`src/rtl/addrFilterRx_pkg.sv`:
```
package addrFilterRx_pkg;
  localparam int DATA_MAX = 9;
  localparam int CNT_W = 4;

  typedef enum logic [1:0] {ST_IDLE, ST_START, ST_DATA, ST_STOP} rxState_t;

  // strobes from control to datapath
  typedef struct packed {
    logic sample;   // take one oversample into the vote window
    logic shift;    // voted data bit ready
    logic finish;   // voted stop bit ready, frame complete
  } rxStrobe_t;

  function automatic logic [CNT_W-1:0] charBits(input logic [2:0] sel);
    return sel[2] ? CNT_W'(9) : CNT_W'(5) + {2'b00, sel[1:0]};
  endfunction
endpackage

```
`src/rtl/rxBaudGen.sv`:
```
module rxBaudGen #(
  parameter int DIV_W = 12
) (
  input  logic             clk,
  input  logic             rstN,
  input  logic [DIV_W-1:0] baudDiv,
  output logic             tick
);
  logic [DIV_W-1:0] cnt;

  always_ff @(posedge clk) begin
    if (!rstN)          cnt <= '0;
    else if (cnt == '0) cnt <= baudDiv;
    else                cnt <= cnt - 1'b1;
  end

  assign tick = (cnt == '0);
endmodule

```
`src/rtl/rxControl.sv`:
```
module rxControl
  import addrFilterRx_pkg::*;
(
  input  logic      clk,
  input  logic      rstN,
  input  logic      tick,
  input  logic      lineBit,
  input  logic      vote,
  input  logic      dblSpeed,
  input  logic [2:0] charSel,
  output rxStrobe_t strb
);
  rxState_t         state;
  logic [CNT_W-1:0] phase;
  logic [CNT_W-1:0] bitIdx;
  logic [CNT_W-1:0] lastPh;
  logic [CNT_W-1:0] mid;
  logic [CNT_W-1:0] nBits;
  logic             evalNow;
  logic             inWin;

  assign lastPh  = dblSpeed ? CNT_W'(7) : CNT_W'(15);
  assign mid     = dblSpeed ? CNT_W'(4) : CNT_W'(8);
  assign nBits   = charBits(charSel);
  assign inWin   = (phase == mid - 1'b1) || (phase == mid) || (phase == mid + 1'b1);
  assign evalNow = tick && (state != ST_IDLE) && (phase == mid + CNT_W'(2));

  always_comb begin
    strb        = '0;
    strb.sample = tick && (state != ST_IDLE) && inWin;
    strb.shift  = evalNow && (state == ST_DATA);
    strb.finish = evalNow && (state == ST_STOP);
  end

  always_ff @(posedge clk) begin
    if (!rstN) begin
      state  <= ST_IDLE;
      phase  <= '0;
      bitIdx <= '0;
    end else if (tick) begin
      if (state == ST_IDLE) begin
        if (!lineBit) begin
          state <= ST_START;
          phase <= CNT_W'(1);
        end
      end else if (evalNow && state == ST_START && vote) begin
        state <= ST_IDLE;   // glitch, start bit did not hold
        phase <= '0;
      end else if (evalNow && state == ST_STOP) begin
        state <= ST_IDLE;
        phase <= '0;
      end else if (phase >= lastPh) begin
        phase <= '0;
        if (state == ST_START) begin
          state  <= ST_DATA;
          bitIdx <= '0;
        end else if (state == ST_DATA) begin
          if (bitIdx == nBits - 1'b1) state <= ST_STOP;
          else                        bitIdx <= bitIdx + 1'b1;
        end
      end else begin
        phase <= phase + 1'b1;
      end
    end
  end
endmodule

```
`src/rtl/rxDatapath.sv`:
```
module rxDatapath
  import addrFilterRx_pkg::*;
(
  input  logic       clk,
  input  logic       rstN,
  input  logic       rxLine,
  input  rxStrobe_t  strb,
  input  logic       mpMode,
  input  logic [2:0] charSel,
  output logic       lineBit,
  output logic       vote,
  output logic [7:0] rxData,
  output logic       rxBit9,
  output logic       rxValid,
  output logic       frameErr
);
  logic [1:0]          syncQ;
  logic [2:0]          sampleQ;
  logic [DATA_MAX-1:0] shiftQ;
  logic [DATA_MAX-1:0] word;
  logic [CNT_W-1:0]    nBits;
  logic                nine;
  logic                ftBit;
  logic                keep;

  assign lineBit = syncQ[1];
  assign vote    = (sampleQ[0] & sampleQ[1]) | (sampleQ[0] & sampleQ[2]) |
                   (sampleQ[1] & sampleQ[2]);
  assign nBits   = charBits(charSel);
  assign nine    = charSel[2];
  assign word    = shiftQ >> (CNT_W'(DATA_MAX) - nBits);
  assign ftBit   = nine ? word[DATA_MAX-1] : vote;
  assign keep    = !mpMode || ftBit;

  always_ff @(posedge clk) begin
    if (!rstN) begin
      syncQ   <= 2'b11;
      sampleQ <= 3'b111;
      shiftQ  <= '0;
    end else begin
      syncQ <= {syncQ[0], rxLine};
      if (strb.sample) sampleQ <= {sampleQ[1:0], lineBit};
      if (strb.shift)  shiftQ  <= {vote, shiftQ[DATA_MAX-1:1]};
    end
  end

  always_ff @(posedge clk) begin
    if (!rstN) begin
      rxValid  <= 1'b0;
      rxData   <= '0;
      rxBit9   <= 1'b0;
      frameErr <= 1'b0;
    end else begin
      rxValid <= strb.finish && keep;
      if (strb.finish && keep) begin
        rxData   <= word[7:0];
        rxBit9   <= nine & word[DATA_MAX-1];
        frameErr <= !vote;
      end
    end
  end
endmodule

```
`src/rtl/addrFilterRx.sv`:
```
module addrFilterRx
  import addrFilterRx_pkg::*;
#(
  parameter int DIV_W = 12
) (
  input  logic             clk,
  input  logic             rstN,
  input  logic             rxLine,
  input  logic [2:0]       charSel,
  input  logic             mpMode,
  input  logic             dblSpeed,
  input  logic [DIV_W-1:0] baudDiv,
  output logic [7:0]       rxData,
  output logic             rxBit9,
  output logic             rxValid,
  output logic             frameErr
);
  logic      baudTick;
  logic      lineBit;
  logic      vote;
  rxStrobe_t strb;

  rxBaudGen #(.DIV_W(DIV_W)) u_baud (
    .clk(clk), .rstN(rstN), .baudDiv(baudDiv), .tick(baudTick)
  );

  rxControl u_ctrl (
    .clk(clk), .rstN(rstN), .tick(baudTick), .lineBit(lineBit),
    .vote(vote), .dblSpeed(dblSpeed), .charSel(charSel), .strb(strb)
  );

  rxDatapath u_dp (
    .clk(clk), .rstN(rstN), .rxLine(rxLine), .strb(strb), .mpMode(mpMode),
    .charSel(charSel), .lineBit(lineBit), .vote(vote), .rxData(rxData),
    .rxBit9(rxBit9), .rxValid(rxValid), .frameErr(frameErr)
  );
endmodule

```
`config.mk`:
```
export PLATFORM = sky130hd
export DESIGN_NAME = addrFilterRx
export DESIGN_NICKNAME = d
export VERILOG_FILES = /design/src/rtl/addrFilterRx_pkg.sv /design/src/rtl/rxBaudGen.sv /design/src/rtl/rxControl.sv /design/src/rtl/rxDatapath.sv /design/src/rtl/addrFilterRx.sv
export SDC_FILE = /design/constraint.sdc
export NUM_CORES = 1
export LEC_CHECK = 0
export BUFFER_PORTS_ARGS = -buffer_cell sky130_fd_sc_hd__buf_2
export CORE_ASPECT_RATIO = 0.5
export CORE_MARGIN = 2
export CORE_UTILIZATION = 45
export CTS_BUF_LIST = sky130_fd_sc_hd__clkbuf_8
export CTS_CLUSTER_SIZE = 8
export DETAILED_ROUTE_END_ITERATION = 6
export PLACE_DENSITY = 0.71
export SYNTH_ARGS = -nofsm -noshare
export SYNTH_HDL_FRONTEND = slang
export SYNTH_SLANG_ARGS = --single-unit
export TNS_END_PERCENT = 100
```
`constraint.sdc`:
```
create_clock -name clk -period 5.7 [get_ports clk]
set_clock_uncertainty 0.2 [all_clocks]
set_input_delay 1.14 -clock clk [delete_from_list [all_inputs] [get_ports clk]]
set_output_delay 1.14 -clock clk [all_outputs]
set_load 0.01 [all_outputs]
```
==> flow_summary.toml <==
[power_and_ir_drop]
power.density_nw_per_um2 = 300
ir_drop_v = 0.000197
p_total_mw = 0.891
p_leak_nw = 1.22

[setup_path]
path_cells = "buf_2 > ha_1 > nor2_1 > inv_1 > ha_1 > nor2b_1 > a2111oi_2 > o21a_1 > nor4_1 > nor4_1 > mux2i_1"
slowest_stage = "nor4_1"
r2r_cells = 8
cp-start-kind = "input pin"
worst-endpoint-arrival_ns = 3.86
timing.rr.start = "u_baud.cnt[0]"
crit_path_end = "u_ctrl.bitIdx[0]"
rr_endpoint = "u_ctrl.phase[3]"
cp_max_fo = 4
crit_path_start = "charSel[0]"
crit_type = "in2reg"
required_ns = 5.74
cp-end-kind = "flip-flop"
max_stage_delay_ns = 0.74
ff2ff_setup_slack_ns = 2.72

[global_route]
grt_usage_pct = 17.2
grtUsageMet3_pct = 3.81
top_usage_layer = "met2"
grt_use_met2_pct = 31.0
antenna_found_initial = 0
use_met1_pct = 20.4
first_global_vias = 2083
grt_pass1_wl_um = 9180
grt_overflow = 0
grt_max_degree = 37

[timing]
timing.fmax_mhz = 262
max_slew_margin_pct = 30.4
worst_pin_slew_ns = 1.04
finalSetupViolCount = 0
fin_crit_ns = 3.82
tns_ns = 0
rsz0062_at_grt = "false"
hold_slack_ns = 0.228
min_period_over_period_pct = 67.0
slew_violations = 0
hold_viol = 0

[cells_and_area]
fin_area_um2 = 2970
syn_to_final_growth_pct = 10.6
final_nets = 359
filler_cell_count = 524
antennaDiodeCount = 0
drive_gt1_share_pct = 15.5
finalCoreUtilization_pct = 53.0

[flow_run]
cap_violations = 0

[synth]
synthCells = 296
synth_top_area_cell = "dfxtp_1"
synth_enable_flop_cells = 0
avgSynthCellArea_um2 = 9.08
netlist_area_um2 = 2690
ys_top_cells_by_count = "dfxtp_1 (47), nor2_1 (36), mux2i_1 (28)"
async_flop_share_pct = 0
yosysWarnings = 0
ys_seq_area_share_pct = 35.0
yosysTopAreaCellShare_pct = 35.0
synth_seq_cells = 47
synth_cell_types = 49
synth_most_common_cell = "dfxtp_1"
syn_nets = 333
synthFlopType = "dfxtp_1"
netlist_top_cells_area = "dfxtp_1 (35%), mux2i_1 (10%), ha_1 (7.9%)"

[routing]
vias_per_cell = 5.51
vias = 2182
wl_per_cell_um = 13.4
dr.pass1.iters = 6
drt_wl_total_um = 5310
drtIter0Drc = 116
ant_nets = 0
drc = 2

[placement]
dpl_cell_area_um2 = 2890
io_buffers = 30
dp_hpwl_um = 3860
gp_congestion = 0.817

[clock_tree]
clkSinkCount = 47
htreeDepth = 2
path_clk_slew_ns = 0.09
clock_path_buffers = 2
root_buffer = "clkbuf_8"
clk_latency_ns = 0.30
cts_resized = 0
cts_hold_buf = 0
cts_tree = "done"
numCtsBuffers = 5
post_cts_buffers = 0

[floorplanning]
core_um2 = 5610
die_w_um = 113
dieArea_um2 = 6640
initial_utilization_pct = 47.9
io_pins = 31
placementRows = 19
dieHeight_um = 58.6

[run_status]
outcome = "complete, but fails checks"
violations = "design-rule violations"

[min_path]
hold_path_class = "reg2reg"
-- logic make-up after synthesis --
kind of cell / after synthesis / share of synthesized area [%]
mux: 32 / 13.8
xor+xnor: 15 / 4.89
buf+inv: 24 / 3.49
compound gates: 54 / 13.9
fa+ha+maj: 18 / 8.29
simple gates: 106 / 20.6
flops: 47 / 35.0
-- worst min-delay path by stage --
stage	startpoint	endpoint	slack [ns]	cells after the start
after CTS	u_dp.syncQ[0]	u_dp.syncQ[1]	0.23	1
final	u_dp.syncQ[0]	u_dp.syncQ[1]	0.23	1
after detailed placement	u_dp.syncQ[0]	u_dp.syncQ[1]	0.21	1
after global routing	u_dp.syncQ[0]	u_dp.syncQ[1]	0.25	1
after floorplan	u_dp.syncQ[0]	u_dp.syncQ[1]	0.19	1
after global placement	u_dp.syncQ[0]	u_dp.syncQ[1]	0.20	1
-- critical path, delay by kind of cell --
| kind | cells | cell delay (ns) |
|---|---|---|
| buf+inv | 2 | 0.25 |
| simple gates | 4 | 1.25 |
| compound gates | 2 | 0.55 |
| fa+ha+maj | 2 | 0.42 |
| mux | 1 | 0.25 |
-- state kept, by name (all words and copies together) (netlist names) --
register and cells:
u_baud.cnt 12, u_dp.shiftQ 9, u_dp.rxData 8, u_ctrl.bitIdx 4, u_ctrl.phase 4, u_dp.sampleQ 3
u_ctrl.state 2, u_dp.syncQ 2, u_dp.frameErr 1, u_dp.rxBit9 1, u_dp.rxValid 1
-- routing by layer --
layer,wire length (um),share of wire (%),vias up
met1,2520,47,1029
met4,78,1.5,0
met2,2540,48,29
li1,-,-,1116
met5,0,0,-
met3,177,3.3,8
-- placed cells by master (no fill, tap or decap), types with 3 or more instances in the layout --
cell type  count
or3_1          3
nor3_1         8
inv_1         12
buf_2         30
nand3_1        8
a311oi_1       3
a21o_1         3
nor2_1        36
clkbuf_8       5
nor4_1         6
mux4_2         4
xnor2_1        9
o31ai_1        3
dfxtp_1       47
a21oi_1       15
mux2i_1       28
ha_1          17
o21ai_0        6
a211oi_1      10
xor2_1         6
nand2_1       19
nand3b_1       5
nand2b_1       5
nor2b_1        3
-- metrics by stage --
step | worst slack, ns | std cells
finish | 1.88 | 396
global route | 1.67 | 396
CTS | 1.91 | 396
detailed placement | 1.60 | 388
global placement | 1.75 | 388
floorplan | 2.05 | 296
-- power breakdown --
group          leakage [nW]  internal [mW]  switching, mW
Sequential            0.382          0.370         0.0431
Clock                0.0453         0.0841          0.113
Combinational         0.788          0.124          0.157
Total                  1.22          0.578          0.313
-- final cells by class --
cell class                 instances  area [um^2]  area share, %
clock buffer                       5         68.8           2.32
tap                               73         91.3           3.07
inverter                          12         45.0           1.52
sequential                        47          941           31.7
multi-input combinational        225         1650           55.6
clock inverter                     3         16.3          0.547
timing repair buffer              31          158           5.31
Power figures use the tool's default switching activity.
